File: src/rtl/aud_ser_pkg.sv
package aud_ser_pkg;

    localparam int SAMPLE_W   = 24;
    localparam int SLOT_W     = 6;
    localparam int HALF_W     = SLOT_W - 1;
    localparam int PRE_W      = 4;
    localparam int IDX_W      = $clog2(SAMPLE_W);

    typedef enum logic [1:0] {
        SPD_SINGLE = 2'b00,
        SPD_DOUBLE = 2'b01,
        SPD_QUAD   = 2'b10,
        SPD_RSVD   = 2'b11
    } speed_e;

    typedef struct packed {
        logic [SAMPLE_W-1:0] left;
        logic [SAMPLE_W-1:0] right;
    } pair_t;

    // Core cycles per bit-clock half period.
    function automatic logic [PRE_W-1:0] half_ticks(speed_e spd, logic halve);
        logic [PRE_W-1:0] base;
        case (spd)
            SPD_SINGLE: base = PRE_W'(4);
            SPD_DOUBLE: base = PRE_W'(2);
            default:    base = PRE_W'(1);
        endcase
        return halve ? (base << 1) : base;
    endfunction

    // Serial bit carried in a slot of the frame for either framing.
    function automatic logic slot_bit(pair_t p, logic [SLOT_W-1:0] slot, logic i2s);
        logic [SAMPLE_W-1:0] word;
        int pos;
        int idx;
        word = slot[SLOT_W-1] ? p.right : p.left;
        pos  = int'(slot[HALF_W-1:0]);
        idx  = i2s ? (SAMPLE_W - pos) : (SAMPLE_W - 1 - pos);
        if (idx >= 0 && idx < SAMPLE_W)
            return word[idx[IDX_W-1:0]];
        return 1'b0;
    endfunction

endpackage

File: src/rtl/aud_clk_gen.sv
module aud_clk_gen
    import aud_ser_pkg::*;
(
    input  logic              clk,
    input  logic              rst,
    input  speed_e            spd,
    input  logic              halve,
    output logic              bclk,
    output logic              fall,
    output logic [SLOT_W-1:0] slot_nxt
);
    logic [PRE_W-1:0]  pcnt;
    logic [PRE_W-1:0]  lim;
    logic [SLOT_W-1:0] slot;
    logic              tick;

    assign lim      = half_ticks(spd, halve) - PRE_W'(1);
    assign tick     = (pcnt >= lim);
    assign fall     = tick & bclk;
    assign slot_nxt = slot + SLOT_W'(1);

    always_ff @(posedge clk) begin
        if (rst) begin
            pcnt <= '0;
            bclk <= 1'b0;
            slot <= '1;
        end else if (tick) begin
            pcnt <= '0;
            bclk <= ~bclk;
            if (bclk)
                slot <= slot_nxt;
        end else begin
            pcnt <= pcnt + PRE_W'(1);
        end
    end
endmodule

File: src/rtl/aud_frame_ctrl.sv
module aud_frame_ctrl
    import aud_ser_pkg::*;
#(
    parameter int HOLD_FRAMES = 2500
) (
    input  logic  clk,
    input  logic  rst,
    input  logic  in_valid,
    input  pair_t in_pair,
    input  logic  boundary,
    output pair_t use_pair,
    output logic  use_live
);
    localparam int HCNT_W = (HOLD_FRAMES < 1) ? 1 : $clog2(HOLD_FRAMES + 1);

    pair_t             pending;
    pair_t             active;
    logic              live;
    logic [HCNT_W-1:0] hcnt;
    logic              hold_done;

    assign hold_done = (hcnt == HCNT_W'(HOLD_FRAMES));
    assign use_pair  = boundary ? pending   : active;
    assign use_live  = boundary ? hold_done : live;

    always_ff @(posedge clk) begin
        if (rst) begin
            pending <= '0;
            active  <= '0;
            live    <= 1'b0;
            hcnt    <= '0;
        end else begin
            if (in_valid)
                pending <= in_pair;
            if (boundary) begin
                active <= pending;
                live   <= hold_done;
                if (!hold_done)
                    hcnt <= hcnt + HCNT_W'(1);
            end
        end
    end
endmodule

File: src/rtl/aud_shifter.sv
module aud_shifter
    import aud_ser_pkg::*;
(
    input  logic              clk,
    input  logic              rst,
    input  logic              fall,
    input  logic [SLOT_W-1:0] slot_nxt,
    input  logic              i2s,
    input  pair_t             pair,
    input  logic              live,
    output logic              fclk,
    output logic              sdata
);
    logic right_half;

    assign right_half = slot_nxt[SLOT_W-1];

    always_ff @(posedge clk) begin
        if (rst) begin
            fclk  <= 1'b0;
            sdata <= 1'b0;
        end else if (fall) begin
            fclk  <= i2s ? right_half : ~right_half;
            sdata <= live & slot_bit(pair, slot_nxt, i2s);
        end
    end
endmodule

File: src/rtl/aud_ser_master.sv
module aud_ser_master
    import aud_ser_pkg::*;
#(
    parameter int HOLD_FRAMES = 2500
) (
    input  logic                mclk,
    input  logic                rst,
    input  logic [1:0]          spd_sel,
    input  logic                pre_div_en,
    input  logic                fmt_i2s,
    input  logic                smp_valid,
    input  logic [SAMPLE_W-1:0] smp_left,
    input  logic [SAMPLE_W-1:0] smp_right,
    output logic                bclk_o,
    output logic                fclk_o,
    output logic                sdata_o
);
    speed_e            spd;
    logic              bad_code;
    logic              core_rst;
    logic              bclk_r;
    logic              fclk_r;
    logic              sdata_r;
    logic              fall;
    logic [SLOT_W-1:0] slot_nxt;
    logic              boundary;
    pair_t             in_pair;
    pair_t             use_pair;
    logic              use_live;

    assign spd      = speed_e'(spd_sel);
    assign bad_code = (spd == SPD_RSVD);
    assign core_rst = rst | bad_code;
    assign boundary = fall && (slot_nxt == '0);
    assign in_pair  = '{left: smp_left, right: smp_right};

    aud_clk_gen u_clk (
        .clk      (mclk),
        .rst      (core_rst),
        .spd      (spd),
        .halve    (pre_div_en),
        .bclk     (bclk_r),
        .fall     (fall),
        .slot_nxt (slot_nxt)
    );

    aud_frame_ctrl #(.HOLD_FRAMES(HOLD_FRAMES)) u_frm (
        .clk      (mclk),
        .rst      (core_rst),
        .in_valid (smp_valid),
        .in_pair  (in_pair),
        .boundary (boundary),
        .use_pair (use_pair),
        .use_live (use_live)
    );

    aud_shifter u_shf (
        .clk      (mclk),
        .rst      (core_rst),
        .fall     (fall),
        .slot_nxt (slot_nxt),
        .i2s      (fmt_i2s),
        .pair     (use_pair),
        .live     (use_live),
        .fclk     (fclk_r),
        .sdata    (sdata_r)
    );

    assign bclk_o  = bclk_r  & ~bad_code;
    assign fclk_o  = fclk_r  & ~bad_code;
    assign sdata_o = sdata_r & ~bad_code;
endmodule

File: config.mk
export PLATFORM = sky130hd
export DESIGN_NAME = aud_ser_master
export DESIGN_NICKNAME = d
export VERILOG_FILES = /design/src/rtl/aud_ser_pkg.sv /design/src/rtl/aud_clk_gen.sv /design/src/rtl/aud_frame_ctrl.sv /design/src/rtl/aud_shifter.sv /design/src/rtl/aud_ser_master.sv
export SDC_FILE = /design/constraint.sdc
export NUM_CORES = 1
export LEC_CHECK = 0
export ABC_AREA = 0
export BUFFER_PORTS_ARGS = -buffer_cell sky130_fd_sc_hd__buf_4
export CAP_MARGIN = 0
export CORE_UTILIZATION = 30
export DETAILED_ROUTE_END_ITERATION = 12
export SYNTH_ARGS = -nofsm -noshare
export SYNTH_HDL_FRONTEND = slang
export SYNTH_SLANG_ARGS = --single-unit
File: constraint.sdc
create_clock -name mclk -period 2.84 [get_ports mclk]
set_input_delay 0.426 -clock mclk [delete_from_list [all_inputs] [get_ports mclk]]
set_output_delay 0.426 -clock mclk [all_outputs]
set_load 0.005 [all_outputs]
==> out/metrics.cfg, run 1 <==
[routing]
viasPerCell = 4.70
wire_per_inst_um = 14.0
firstDrtPassIters = 5
vias = 4763
ant_nets = 0
first_iter_violations = 358
drc = 0
wirelength_mm = 14.2

[yosys]
synthesis.instances = 676
synth_top_area_share_pct = 41.5
synth_edf_count = 0
yosysMostFrequentCell = nand2_1
seq_area_frac_synth_pct = 41.5
yosys_warnings = 0
synth_fa_ha_area_share_pct = 2.13
async_flop_share_pct = 0
syn_nets = 741
yosys-mux-area-fraction_pct = 13.9
synth_area_mm2 = 0.00588
ys_types = 63
synth_xor_area_share_pct = 4.42
synthTopCellsByCount = nand2_1, dfxtp_1, nor2_1, mux2i_1, a21oi_1
synth_ff_type = dfxtp_1
synthTopCellsByArea = dfxtp_1, mux2i_1, nand2_1
syn_area_per_cell_um2 = 8.70
synth_simple_gate_area_share_pct = 21.8
synth_top_family_by_area = simple AND/OR/NAND/NOR gates
ys_seq_elements = 122
synth_compound_area_share_pct = 11.6
yosys.area.top_type = dfxtp_1

[cts]
clock_latency_ns = 0.42
clock-sinks = 122
cts_buffers = 17
cts_setup_buffers = 0
ctsHoldBuffers = 0
cts_tree = done
cts_resized = 0
clock_path_buffers = 2
root_buffer = clkbuf_16
htreeDepth = 4
clk_pin_slew_worst_paths_ns = 0.06

[sta]
layout_setup_ws_ns = 0.165
drv_slew = 0
max_slew_margin_pct = 45.9
min_period_over_period_pct = 94.2
skew_ns = 0.00717
rsz0062_at_grt = no
setup_viol = 0
min_period_ns = 2.67
timing.hold.ws_ns = 0.240
fmax_mhz = 374
tightest_slew_ns = 0.811
finalHoldViolCount = 0

[grt]
grt_pass1_wl_mm = 23.4
grt_max_degree = 51
grtUsageTotal_pct = 15.0
grt_pass1_vias = 4547
antenna_found_initial = 0
overflow = 0

[critical_path]
critical_path.top_delay_family = multiplexers
criticalPathCategory = flop to flop
crit_required_ns = 3.14
crit_top_cell = mux4_2
crit_buf_inv = 1
critPathMaxFanout = 7
arrival_ns = 2.97
cp_slowest_cell = mux4_2
end_kind = flop
startpoint_type = flop
crit_chain = buf_4 > xor2_2 > mux4_2 > mux4_2 > nor2b_1 > o31ai_1 > a211oi_1
slowest_delay_ns = 0.59
reg2reg_slack_ns = 0.17

[power]
netSwitchingPower_uw = 1120
power_frac_clock_pct = 49.8
p_sw_share_pct = 24.7
pwr-share-comb_pct = 10.6
pwr-share-seq_pct = 39.7
p_per_area_mw_per_mm2 = 619
max-vdd-ir-drop_mv = 0.538
p_int_uw = 3410
p_leak_uw = 0.00284

[floorplan]
start_util_pct = 31.0
core_area_mm2 = 0.0190
ios = 58
die_width_um = 142
die_area_mm2 = 0.0202
die_h_um = 142
rows = 50

[run]
maxCapViolations = 0

[final_layout]
diodes = 0
fin_cells = 1013
layout-drive-gt1-share_pct = 20.3
fin_nets = 805
area_growth_pct = 24.3

[min_path]
hold_class = input port to flop

[place]
gp_congestion = 0.835
dp_hpwl_mm = 10.0
dp.cells = 981
dp_slack_ns = -0.146
portBuffers = 57

[run_status]
status = finished, final reports clean

worst paths after layout:
kind,end,depth (start not counted),start
setup / recovery,u_shf.sdata,7,u_clk.slot[0]
hold / removal,u_frm.pending[34],3,smp_left[10]
setup reg to reg,u_shf.sdata,7,u_clk.slot[0]
hold reg to reg,u_frm.active[18],2,u_frm.pending[18]
stage by stage:
step           utilization, %  instance area (µm²)  setup TNS, ns  power, µW
6_report                 38.6                 7310              0       4530
5_1_grt                  38.6                 7310              0       4700
4_1_cts                  38.6                 7310              0       4570
3_5_place_dp             35.3                 6690         -0.337       2310
3_3_place_gp             35.3                 6690        -0.0710       2310
2_1_floorplan               -                 5880              0       2130
power groups by stage:
stage               combinational, µW  clock, µW  sequential [µW]
global placement                  478          0             1830
CTS                               481       2290             1800
global route                      525       2370             1800
floorplan                         316          0             1820
detailed placement                478          0             1830
finish                            478       2250             1800
layout make-up:
cell class / count / area (µm²)
timing repair buffer: 92 / 691
inverter: 9 / 33.8
clock buffer: 19 / 453
sequential: 122 / 2440
clock inverter: 13 / 168
multi-input combinational: 498 / 3200
tap: 260 / 325
fill: 1921 / 11600
routing by layer:
layer  GRT usage, %  up-vias  wire length [µm]
li1               -     2455                 -
met1           20.8     2186              7220
met2           22.2      104              6090
met3           3.73       18               637
met4           5.77        0               262
met5              0        -                 0
state kept, by name (all words and copies together) (netlist names):
signal and flops:
u_shf.sdata 1, u_frm.live 1, u_frm.active 48, u_frm.hcnt 12
u_frm.pending 48, u_clk.bclk 1, u_clk.pcnt 4, u_clk.slot 6
u_shf.fclk 1
worst register-to-register path: cells and delay by family, from the launching register on:
kind                      cells  cell delay, ns
muxes                         2            1.08
buffers and inverters         1            0.21
and+or+nand+nor               1            0.15
AOI/OAI and AO/OA             2            0.34
DFF                           1            0.37
xor gates and xnor gates      1            0.39
cell usage in the layout, fill, tap and decap left out, drive strengths merged, types with 3 or more instances in the layout:
cell,netlist,layout
a31oi,4,4
buf,23,92
mux2i,53,53
nor2b,14,14
a211oi,5,5
o21a,3,3
nand4,4,4
clkinv,0,3
inv,9,11
bufinv,0,3
ha,10,10
xor2,10,10
nand3,23,23
o21ai,16,16
clkbuf,24,19
clkinvlp,0,5
dfxtp,122,122
xnor2,18,18
and3,3,3
nand2,127,127
o221ai,6,6
mux4,12,12
nor3,10,10
o2111ai,4,4
a21oi,51,51
and2,4,4
nor2,85,85
or3,6,6
logic make-up after synthesis:
kind of cell,after synthesis
AOI/OAI and AO/OA,105
xor gates and xnor gates,28
adders and majority gates,10
buffers and inverters,56
DFF,122
muxes,66
other,1
and+or+nand+nor,288
(Power assumes the default switching activity.)
==> inputs of run 2 (changes only) <==
- CORE_UTILIZATION: 30 -> 53
- CTS_CLUSTER_SIZE: default -> 25
- PLACE_DENSITY: default -> 0.76
==> run 2 against run 1 <==
  * Clock-buffer cell count rose by 3
  * Setup slack got worse by 0.014 ns
  * Total power fell by 4.0%
  * Flip-flop and latch count did not move
  * Die area fell by 43%
  * Final area fell by 3.7%
  * Clock skew rose by 0.0029 ns
==> out/metrics.cfg, run 2 (synthesized netlist as in run 1, its figures left out) <==
[cts]
root_buffer = clkbuf_8
cts_tree = done
clock-sinks = 122  ; unchanged
cts_resized = 0  ; unchanged
ctsHoldBuffers = 0  ; unchanged
clock_latency_ns = 0.55  ; +0.13 ns
htreeDepth = 4  ; unchanged
cts_buffers = 17  ; unchanged
clk_pin_slew_worst_paths_ns = 0.06  ; about the same
clock_path_buffers = 2  ; unchanged
cts_setup_buffers = 0  ; unchanged

[place]
placed_cell_area_mm2 = 0.00646  ; -3.4%
portBuffers = 57  ; unchanged
gp_congestion = 0.916  ; +9.6%
dp.cells = 849  ; -13%
dp_hpwl_mm = 9.91  ; -1.3%
dp_slack_ns = -0.0743  ; +0.0719 ns

[sta]
layout_setup_ws_ns = 0.151  ; -0.0142 ns
rsz0062_at_grt = no
tightest_slew_ns = 0.822  ; +0.0110 ns
fmax_mhz = 372  ; -0.53%
drv_slew = 0  ; unchanged
min_period_over_period_pct = 94.7  ; +0.50 points
max_slew_margin_pct = 44.8  ; -1.1 points
skew_ns = 0.0100  ; +0.00286 ns
min_period_ns = 2.69  ; +0.0142 ns
setup_viol = 0  ; unchanged
finalHoldViolCount = 0  ; unchanged

[final_layout]
fin_cells = 881  ; -13%
fin_nets = 793  ; -1.5%
fill_cells = 892  ; -54%
top_regs = u_frm.active: 48 flops, u_frm.pending: 48 flops, u_frm.hcnt: 12 flops
layout-drive-gt1-share_pct = 18.6  ; -1.7 points
multi_input_comb_area_mm2 = 0.00320  ; unchanged
area_growth_pct = 19.7
final_common_cell = nand2_1
final_cell_mix = nand2_1, dfxtp_1, nor2_1, buf_4, mux2i_1
regArea_mm2 = 0.00244  ; unchanged
diodes = 0  ; unchanged
finalInstanceArea_mm2 = 0.00704  ; -3.7%

[floorplan]
die_h_um = 107  ; -24%
core_area_mm2 = 0.0108  ; -43%
start_util_pct = 54.3  ; +23 points
die_width_um = 107  ; -24%
ios = 58  ; unchanged
die_area_mm2 = 0.0115  ; -43%
rows = 38  ; -24%

[min_path]
hold_start = smp_right[23]
hold_depth = 3  ; unchanged
hold-path-endpoint = u_frm.pending[23]
hold_class = input port to flop

[power]
p_per_area_mw_per_mm2 = 617  ; -0.31%
p_leak_uw = 0.00277  ; -2.6%
max-vdd-ir-drop_mv = 0.465  ; -13%

[routing]
drc = 0  ; unchanged
ant_nets = 0  ; unchanged
firstDrtPassIters = 5  ; unchanged
wirelength_mm = 14.0  ; -1.3%
wire_per_inst_um = 15.9  ; +13%
viasPerCell = 5.64  ; +20%
vias = 4965  ; +4.2%
first_iter_violations = 337  ; -5.9%

[critical_path]
critPathMaxFanout = 17  ; +10
startpoint_type = flop
crit_required_ns = 3.26  ; +0.12 ns
r2r_cells = 8  ; +1
r2r-start = u_clk.slot[0]
criticalPathCategory = flop to flop
r2r-end = u_shf.sdata
end_kind = flop
reg2reg_slack_ns = 0.15  ; about the same
arrival_ns = 3.11  ; +0.14 ns

[run]
maxCapViolations = 0  ; unchanged

[run_status]
status = finished, final reports clean

[grt]
grt_max_degree = 49  ; -3.9%
antenna_found_initial = 0  ; unchanged
grt_pass1_wl_mm = 23.0  ; -1.7%
grtUsageTotal_pct = 26.2  ; +11 points
overflow = 0  ; unchanged
grt_pass1_vias = 4793  ; +5.4%

==> run 2: worst max-delay path by stage <==
stage / start / slack (ns) / endpoint
2_1_floorplan: pre_div_en / 0.16 / u_shf.sdata
3_3_place_gp: pre_div_en / -0.02 / u_shf.sdata
3_5_place_dp: pre_div_en / -0.07 / u_shf.sdata
4_1_cts: u_clk.slot[0] / 0.15 / u_shf.sdata
5_1_grt: u_clk.slot[0] / 0.05 / u_shf.sdata
6_report: u_clk.slot[0] / 0.15 / u_shf.sdata
==> run 2: power by group <==
| part | internal, µW | leakage (µW) | switching [µW] | total, µW |
|---|---|---|---|---|
| Sequential | 1760 | 0.000990 | 40.6 | 1800 |
| Combinational | 212 | 0.00152 | 256 | 468 |
| Clock | 1290 | 0.000259 | 789 | 2080 |
| Total | 3260 | 0.00277 | 1090 | 4350 |
==> run 2: metal layers <==
metal	global-route usage (%)	part of all wire, %	vias up
met3	7.26	4.9	33
met4	11.5	2.4	0
met1	31.9	44	2359
met2	43.1	49	150
li1	-	-	2423
met5	0	0	-
==> run 2: stage by stage <==
| stage | TNS (ns) | hold slack, ns | util, % | total power [µW] |
|---|---|---|---|---|
| after floorplan | 0 | 0.430 | - | 2130 |
| after global placement | -0.0199 | 0.439 | 59.6 | 2280 |
| after detailed placement | -0.0743 | 0.445 | 59.6 | 2290 |
| after CTS | 0 | 0.107 | 64.9 | 4360 |
| after global routing | 0 | 0.109 | 65.0 | 4490 |
| final | 0 | 0.115 | 65.0 | 4350 |
==> run 2: layout make-up <==
type | instances | share of cell area [%]
multi-input combinational | 498 | 45.4
clock buffer | 22 | 6.43
sequential | 122 | 34.7
timing repair buffer | 80 | 8.81
clock inverter | 10 | 1.69
tap | 140 | 2.49
inverter | 9 | 0.480
==> run 2: worst max-delay path, stage by stage (launching register included) <==
cell and delay, ns:
dfxtp_1 0.49, buf_12 0.17, xor2_2 0.31, buf_6 0.26, mux4_2 0.52, mux2i_1 0.32, o22ai_1 0.14, o31ai_1 0.26
a211oi_1 0.09
